<file path="src/rtl/lbd_pkg.sv">
// Shared constants and types for the LED brightness/blink modulator.
// Assumes a fixed 32-line layout with nine blink slots (8 private, 1 shared).
package lbd_pkg;

    localparam int NPINS    = 32;
    localparam int NSLOTS   = 9;
    localparam int SLOT_W   = 6;
    localparam int SHARED_S = 8;   // slot used by the lower 24 lines
    localparam int LOW_PINS = 24;  // lines below this index share a slot

    typedef enum logic [1:0] {
        SRC_REF  = 2'd0,
        SRC_TMR  = 2'd1,
        SRC_HS   = 2'd2,
        SRC_HOLD = 2'd3
    } blink_src_e;

    // Packed slot layout: source in 5:4, timer rate 3:2, reference rate 1:0
    typedef struct packed {
        blink_src_e src;
        logic [1:0] tmr_rate;
        logic [1:0] ref_rate;
    } slot_cfg_t;

endpackage

</file>
<file path="src/rtl/lbd_regs.sv">
// Write-only register bank: per-line brightness, blink enables and two
// packed slot words. It also flags any slot whose value a write alters.
// Assumes one full-word write per cycle. Unmapped or unaligned addresses are dropped.
module lbd_regs
    import lbd_pkg::*;
#(
    parameter int ADDR_W = 8,
    parameter int DUTY_W = 8
) (
    input  logic               clk,
    input  logic               rst_n,
    input  logic               wr_en_i,
    input  logic [ADDR_W-1:0]  wr_addr_i,
    input  logic [31:0]        wr_data_i,
    output logic [DUTY_W-1:0]  duty_o [NPINS],
    output logic [NPINS-1:0]   blink_en_o,
    output slot_cfg_t          slot_o [NSLOTS],
    output logic [NSLOTS-1:0]  restart_o
);
    localparam int PIN_W     = $clog2(NPINS);
    localparam int A_BITS    = 5 * SLOT_W;
    localparam int B_BITS    = 4 * SLOT_W;
    localparam logic [ADDR_W-1:0] ADR_A     = ADDR_W'(8'h00);
    localparam logic [ADDR_W-1:0] ADR_B     = ADDR_W'(8'h04);
    localparam logic [ADDR_W-1:0] DUTY_BASE = ADDR_W'(8'h08);
    localparam logic [ADDR_W-1:0] DUTY_END  = ADDR_W'(8'h08 + 4 * NPINS);
    localparam logic [ADDR_W-1:0] ADR_EN    = ADDR_W'(8'h88);

    logic [A_BITS-1:0] word_a_q, word_a_nxt;
    logic [B_BITS-1:0] word_b_q, word_b_nxt;
    logic              duty_hit;
    logic [ADDR_W-1:0] duty_off;
    logic [PIN_W-1:0]  duty_sel;

    // Decode a brightness write and the line it targets
    always_comb begin
        duty_off = wr_addr_i - DUTY_BASE;
        duty_sel = duty_off[2 +: PIN_W];
        duty_hit = wr_en_i && (wr_addr_i[1:0] == 2'b00) &&
                   (wr_addr_i >= DUTY_BASE) && (wr_addr_i < DUTY_END);
    end

    // Next value of both slot words, used for storage and change detection
    always_comb begin
        word_a_nxt = (wr_en_i && wr_addr_i == ADR_A) ? wr_data_i[A_BITS-1:0] : word_a_q;
        word_b_nxt = (wr_en_i && wr_addr_i == ADR_B) ? wr_data_i[B_BITS-1:0] : word_b_q;
    end

    // Slot words and blink-enable word storage
    always_ff @(posedge clk) begin
        if (!rst_n) begin
            word_a_q   <= '0;
            word_b_q   <= '0;
            blink_en_o <= '0;
        end else begin
            word_a_q <= word_a_nxt;
            word_b_q <= word_b_nxt;
            if (wr_en_i && wr_addr_i == ADR_EN)
                blink_en_o <= wr_data_i[NPINS-1:0];
        end
    end

    genvar p, s;
    generate
        for (p = 0; p < NPINS; p++) begin : g_duty
            // Brightness value of one line
            always_ff @(posedge clk) begin
                if (!rst_n)
                    duty_o[p] <= '0;
                else if (duty_hit && duty_sel == PIN_W'(p))
                    duty_o[p] <= wr_data_i[DUTY_W-1:0];
            end
        end
        for (s = 0; s < NSLOTS; s++) begin : g_slot
            if (s < 5) begin : g_a
                assign slot_o[s]    = word_a_q[s*SLOT_W +: SLOT_W];
                assign restart_o[s] = word_a_nxt[s*SLOT_W +: SLOT_W] !=
                                      word_a_q[s*SLOT_W +: SLOT_W];
            end else begin : g_b
                assign slot_o[s]    = word_b_q[(s-5)*SLOT_W +: SLOT_W];
                assign restart_o[s] = word_b_nxt[(s-5)*SLOT_W +: SLOT_W] !=
                                      word_b_q[(s-5)*SLOT_W +: SLOT_W];
            end
        end
    endgenerate

endmodule

</file>
<file path="src/rtl/lbd_pwm.sv">
// Shared free-running counter and one comparator per line.
// Line is high while counter < value. The all-ones value forces constant high.
module lbd_pwm
    import lbd_pkg::*;
#(
    parameter int DUTY_W = 8
) (
    input  logic              clk,
    input  logic              rst_n,
    input  logic [DUTY_W-1:0] duty_i [NPINS],
    output logic [NPINS-1:0]  pwm_o
);
    logic [DUTY_W-1:0] phase_q;

    // Free-running phase counter, wraps every 2**DUTY_W cycles
    always_ff @(posedge clk) begin
        if (!rst_n) phase_q <= '0;
        else        phase_q <= phase_q + 1'b1;
    end

    genvar p;
    generate
        for (p = 0; p < NPINS; p++) begin : g_cmp
            assign pwm_o[p] = (duty_i[p] == '1) || (phase_q < duty_i[p]);
        end
    endgenerate

endmodule

</file>
<file path="src/rtl/lbd_blink_slot.sv">
// Square-wave gate for one blink slot. It counts strobes of the chosen
// source and toggles the gate after the divisor picked by the rate code.
// Assumes strobes are single-cycle and synchronous. A restart zeroes phase.
module lbd_blink_slot
    import lbd_pkg::*;
#(
    parameter int DIV_W = 12,
    parameter int DIV0  = 4000,
    parameter int DIV1  = 2000,
    parameter int DIV2  = 1000,
    parameter int DIV3  = 800
) (
    input  logic      clk,
    input  logic      rst_n,
    input  slot_cfg_t cfg_i,
    input  logic      restart_i,
    input  logic      ref_p_i,
    input  logic      tmr_p_i,
    input  logic      hs_p_i,
    output logic      gate_o
);
    logic [DIV_W-1:0] cnt_q;
    logic [DIV_W-1:0] lim;
    logic             step;

    // Pick the active strobe and terminal count for the selected source
    always_comb begin
        logic [1:0] rate;
        rate = (cfg_i.src == SRC_TMR) ? cfg_i.tmr_rate : cfg_i.ref_rate;
        case (rate)
            2'd0:    lim = DIV_W'(DIV0 - 1);
            2'd1:    lim = DIV_W'(DIV1 - 1);
            2'd2:    lim = DIV_W'(DIV2 - 1);
            default: lim = DIV_W'(DIV3 - 1);
        endcase
        step = (cfg_i.src == SRC_REF) ? ref_p_i :
               (cfg_i.src == SRC_TMR) ? tmr_p_i : 1'b0;
    end

    // Divider counter and gate flip-flop
    always_ff @(posedge clk) begin
        if (!rst_n || restart_i) begin
            cnt_q  <= '0;
            gate_o <= 1'b0;
        end else begin
            case (cfg_i.src)
                SRC_HS: begin
                    cnt_q <= '0;
                    if (hs_p_i) gate_o <= ~gate_o;
                end
                SRC_HOLD: begin
                    cnt_q  <= '0;
                    gate_o <= 1'b0;
                end
                default: begin
                    if (step) begin
                        if (cnt_q >= lim) begin
                            cnt_q  <= '0;
                            gate_o <= ~gate_o;
                        end else begin
                            cnt_q <= cnt_q + 1'b1;
                        end
                    end
                end
            endcase
        end
    end

endmodule

</file>
<file path="src/rtl/led_blink_dim.sv">
// Top: per-line dimming combined with slot-driven blink gating. The output
// is registered for the downstream shifter. Lines below 24 share slot 8.
module led_blink_dim
    import lbd_pkg::*;
#(
    parameter int ADDR_W = 8,
    parameter int DUTY_W = 8,
    parameter int DIV_W  = 12,
    parameter int DIV0   = 4000,
    parameter int DIV1   = 2000,
    parameter int DIV2   = 1000,
    parameter int DIV3   = 800
) (
    input  logic              clk,
    input  logic              rst_n,
    input  logic              wr_en_i,
    input  logic [ADDR_W-1:0] wr_addr_i,
    input  logic [31:0]       wr_data_i,
    input  logic              ref_pulse_i,
    input  logic              tmr_pulse_i,
    input  logic              hs_pulse_i,
    output logic [NPINS-1:0]  led_o
);
    logic [DUTY_W-1:0] duty_q [NPINS];
    logic [NPINS-1:0]  blink_en;
    slot_cfg_t         slot_cfg [NSLOTS];
    logic [1:0]        slot_src [NSLOTS];
    logic [NSLOTS-1:0] slot_restart;
    logic [NSLOTS-1:0] slot_gate;
    logic [NPINS-1:0]  pin_gate;
    logic [NPINS-1:0]  pwm;

    lbd_regs #(.ADDR_W(ADDR_W), .DUTY_W(DUTY_W)) regs_i (
        .clk        (clk),
        .rst_n      (rst_n),
        .wr_en_i    (wr_en_i),
        .wr_addr_i  (wr_addr_i),
        .wr_data_i  (wr_data_i),
        .duty_o     (duty_q),
        .blink_en_o (blink_en),
        .slot_o     (slot_cfg),
        .restart_o  (slot_restart)
    );

    lbd_pwm #(.DUTY_W(DUTY_W)) pwm_i (
        .clk    (clk),
        .rst_n  (rst_n),
        .duty_i (duty_q),
        .pwm_o  (pwm)
    );

    genvar s, p;
    generate
        for (s = 0; s < NSLOTS; s++) begin : g_slot
            assign slot_src[s] = slot_cfg[s].src;
            lbd_blink_slot #(
                .DIV_W(DIV_W), .DIV0(DIV0), .DIV1(DIV1), .DIV2(DIV2), .DIV3(DIV3)
            ) slot_i (
                .clk       (clk),
                .rst_n     (rst_n),
                .cfg_i     (slot_cfg[s]),
                .restart_i (slot_restart[s]),
                .ref_p_i   (ref_pulse_i),
                .tmr_p_i   (tmr_pulse_i),
                .hs_p_i    (hs_pulse_i),
                .gate_o    (slot_gate[s])
            );
        end
        for (p = 0; p < NPINS; p++) begin : g_pin
            localparam int SIDX = (p < LOW_PINS) ? SHARED_S : p - LOW_PINS;
            assign pin_gate[p] = slot_gate[SIDX];
        end
    endgenerate

    // Register the combined dimming and blink result
    always_ff @(posedge clk) begin
        if (!rst_n) led_o <= '0;
        else        led_o <= pwm & (~blink_en | pin_gate);
    end

endmodule

</file>
<file path="config.mk">
export PLATFORM = sky130hd
export DESIGN_NAME = led_blink_dim
export DESIGN_NICKNAME = d
export VERILOG_FILES = /design/src/rtl/lbd_pkg.sv /design/src/rtl/lbd_regs.sv /design/src/rtl/lbd_pwm.sv /design/src/rtl/lbd_blink_slot.sv /design/src/rtl/led_blink_dim.sv
export SDC_FILE = /design/constraint.sdc
export NUM_CORES = 1
export LEC_CHECK = 0
export BUFFER_PORTS_ARGS = -buffer_cell sky130_fd_sc_hd__buf_2
export CELL_PAD_IN_SITES_DETAIL_PLACEMENT = 0
export CELL_PAD_IN_SITES_GLOBAL_PLACEMENT = 2
export CORE_UTILIZATION = 40
export CTS_CLUSTER_DIAMETER = 60
export DETAILED_ROUTE_END_ITERATION = 7
export GPL_TIMING_DRIVEN = 0
export PLACE_DENSITY = 0.78
export SLEW_MARGIN = 15
export SYNTH_ARGS = -nofsm -noshare
export SYNTH_HDL_FRONTEND = slang
export SYNTH_SLANG_ARGS = --single-unit
export TNS_END_PERCENT = 1
</file>
<file path="constraint.sdc">
create_clock -name clk -period 3.3 [get_ports clk]
set_clock_uncertainty 0.05 [all_clocks]
set_input_delay 0.165 -clock clk [delete_from_list [all_inputs] [get_ports clk]]
set_output_delay 0.165 -clock clk [all_outputs]
set_load 0.03 [all_outputs]
</file>
==> summary.md <==
| Metric | Value |
|---|---|
| Status | `complete, no violations` |
| Fin nets | `3,969` |
| Row count | `a little under 100` |
| CP max FO | `10` |
| Number of remaining DRC errors | `0` |
| CTS tree | `done` |
| Worst VDD drop | `378 uV` |
| Placed instance area | `between 30,000 and 40,000 um^2` |
| Total die area | `74,800 um^2` |
| Post-synthesis async set-or-reset flop share | `0%` |
| Share of cells above drive strength 1 | `under 10%` |
| Post-synth EDFFs | `0` |
| Total Wirelength | `roughly 92 mm` |
| Most frequent cells in the layout | `dfxtp_1, nand2_1, ha_1, inv_1, o21ai_0` |
| Overall Power | `~15 mW` |
| DRT antenna net count | `0` |
| Post-synthesis sequential area ratio | `33.9%` |
| Crit-path max cell delay | `0.40 ns` |
| Synthesis Warnings | `0` |
| Port-buffer cells | `63` |
| Most common cell after layout, fill and taps aside | `dfxtp_1` |
| Slew HR | `21.3%` |
| Routed length per instance | `~20 um` |
| DIE HEIGHT | `about 270 um` |
| DR vias/cell | `5.37` |
| Layout Utilization | `a little under half` |
| Cts bufs inserted | `around 70` |
| Hold Path Class | `in2reg` |
| Main flop type after synthesis | `dfxtp_1` |
| Arr. time, crit path | `around 3.6 ns` |
| Crit-path most repeated cell | `ha_1` |
| Hold-critical path depth | `4` |
| Dpl hpwl | `65.8 mm` |
| Fin crit period | `between 3 and 4 ns` |
| Syn Inst Count | `approximately 3,400` |
| Final Hold Vio Count | `0` |
| Core area | `around 73,000 um^2` |
| CP Cell Sequence | `clkbuf_2 -> nand2b_1 -> mux2_2 -> ha_1 -> inv_1 -> ha_1 -> a21o_1 -> a211o_1 -> o211ai_1 -> nand3b_4 -> nor2_1` |
| Leak Pwr | `about 12 nW` |
| Placement Setup Slack | `-0.626 ns` |
| Die Width | `roughly 270 um` |
| Largest net degree at the start of global routing | `37` |
| Critical Path RT | `~3.8 ns` |
| Worst-margin pin slew | `approximately 1.2 ns` |
| Post-synth cell types | `71` |
| Filler cell count | `7,138` |
| Clock Latency Late Sink | `0.61 ns` |
| WS Path Type | `reg2reg` |
| Critical path depth | `11` |
| Initial antenna violation count | `9` |
| RSZ-0062 raised after global routing | `yes` |
| Final worst-path cycle share | `between 90 and 100%` |
| Vias in the first global route | `24,749` |
| Htree depth | `3` |
| Area Overhead vs Synth | `14.4%` |
| Cells after DPL | `roughly 4,500` |
| Routability cong. | `between 0.8 and 0.9` |
| Yosys reg bits | `around 500` |
| Crit path launch type | `flip-flop` |
| Initial DRC count | `roughly 1,700` |
| Reg area | `10,000 um^2` |
| Setup violators final | `0` |
| Tot GR Track Use | `24.6%` |
| Total power per unit cell area | `437 nW/um^2` |
| Post-route cell area | `about 34,000 um^2` |
| IO Count | `78` |
| Max stage delay cell, worst path | `mux2_2` |
| Max Cap Viol | `0` |
| F_max | `approximately 320 MHz` |
| Crit. End Element | `flip-flop` |
| First-pass GRT wire length | `142 mm` |
| Initial core utilization | `about two fifths` |
| Final non-filler cell total | `approximately 4,600` |
| Root buf cell | `clkbuf_16` |
| Syn_nets | `~3,800` |
| Post-Syn Area | `a little under 30,000 um^2` |
| Multi-input combinational cell area | `17,900 um^2` |
| Max-slew violation count | `0` |
| DR vias | `around 25,000` |
| CTS sink cnt | `between 400 and 500` |
| Buffer and inverter count on the worst path | `2` |
| Drt pass-1 iters | `5` |
| Clk slew on worst S/H paths | `approximately 0.060 ns` |
| CP top delay family | `compound AO/OA/AOI/OAI gates` |
| GRT overflow | `0` |
| Mean Syn Cell Area | `approximately 8.6 um^2` |
| CTS max path bufs | `3` |
| Final Worst Setup Slack | `~0.19 ns` |
| Reg2Reg Depth | `11` |
state kept, by name, summed over array words and instances (netlist names):
signal,flops
regs_i.duty_o,256
g_slot.slot_i.cnt_q,108
led_o,32
regs_i.blink_en_o,32
regs_i.word_a_q,30
regs_i.word_b_q,24
g_slot.slot_i.gate_o,9
pwm_i.phase_q,8
repair_timing:
action                     in CTS  in global routing
hold endpoints to repair       62                  0
setup endpoints to repair      83                 99
hold buffers                   24                  0
resized for setup              12                 20
pin swaps                       3                  0
setup buffers                   3                  0
per-layer routing:
layer	share of wire [%]	up-vias	global-route usage (%)
li1	-	12215	-
met2	47	537	41.9
met3	4.7	171	3.32
met5	0.037	-	0
met4	3.3	6	8.62
met1	45	11798	31.6
stage by stage:
stage	setup TNS (ns)	hold slack, ns
5_1_grt	-0.0779	0.104
6_report	0	0.0922
3_5_place_dp	-20.48	0.409
2_1_floorplan	0	0.254
4_1_cts	0	0.0480
3_3_place_gp	-19.17	0.398
synth_stat cells, types with 7 or more instances:
cell / count / share of area [%]
dfxtp_1: 499 / 34
nand2_1: 373 / 4.7
ha_1: 335 / 14
inv_1: 291 / 3.7
o21ai_0: 211 / 3.6
a21boi_0: 210 / 5.3
nand3_1: 157 / 2.7
nor2b_1: 141 / 3.0
mux2i_1: 138 / 4.7
clkbuf_1: 130 / 1.7
nor2_1: 116 / 1.5
nand4_1: 115 / 2.4
nand2b_1: 109 / 2.3
xor2_1: 95 / 2.8
a211oi_1: 78 / 2.0
a21oi_1: 52 / 0.88
and3_1: 52 / 1.1
xnor2_1: 52 / 1.5
a31oi_1: 40 / 0.85
o21a_1: 32 / 0.81
o31ai_1: 19 / 0.48
and2_1: 18 / 0.38
mux2_2: 18 / 0.69
buf_2: 15 / 0.25
and4_1: 13 / 0.39
nor3_1: 13 / 0.22
a21o_1: 9 / 0.23
buf_1: 7 / 0.089
nand4b_1: 7 / 0.21
nor3_4: 7 / 0.39
worst paths after layout:
check / end / slack [ns] / start
setup / recovery: g_slot[3].slot_i.cnt_q[6] / 0.19 / regs_i.word_a_q[23]
setup reg to reg: g_slot[3].slot_i.cnt_q[6] / 0.19 / regs_i.word_a_q[23]
hold / removal: regs_i.duty_o[144] / 0.09 / wr_addr_i[6]
hold reg to reg: regs_i.blink_en_o[26] / 0.41 / regs_i.blink_en_o[26]
cell families (layout without fill, tap and decap cells):
group | count (synthesis) | after routing | share of synthesized area [%]
AO/OA/AOI/OAI | 690 | 690 | 15.7
flip-flops | 499 | 499 | 33.9
other | 0 | 5 | 0
buffers and inverters | 447 | 657 | 5.82
adder cells (fa/ha/maj) | 335 | 335 | 14.2
multiplexers | 156 | 156 | 5.37
AND/OR/NAND/NOR | 1155 | 1155 | 20.5
XOR/XNOR | 149 | 149 | 4.55
final cells by class:
class | instances | area share [%]
multi-input cells | 2485 | 53.1
flip-flops and latches | 499 | 29.7
repair buffers | 91 | 1.80
well taps | 959 | 3.56
clock buffers | 102 | 6.06
inverters | 291 | 3.24
diodes | 5 | 0.0371
clock inverters | 21 | 0.683
plain buffers | 152 | 1.83
worst reg2reg max path, stage by stage, from the launching register on:
cell      delay, ns
dfxtp_1        0.33
clkbuf_2       0.22
nand2b_1       0.17
mux2_2         0.40
ha_1           0.31
inv_1          0.04
ha_1           0.28
a21o_1         0.20
a211o_1        0.29
o211ai_1       0.37
nand3b_4       0.21
nor2_1         0.15
where the power goes:
group / leakage (nW) / internal (mW) / switching, mW / total [mW]
Combinational: 6.76 / 0.380 / 0.740 / 1.12
Clock: 1.11 / 4.60 / 2.86 / 7.46
Sequential: 4.03 / 6.09 / 0.0780 / 6.17
Total: 11.9 / 11.1 / 3.68 / 14.7
Note: power is estimated with default switching activity, not from simulation.
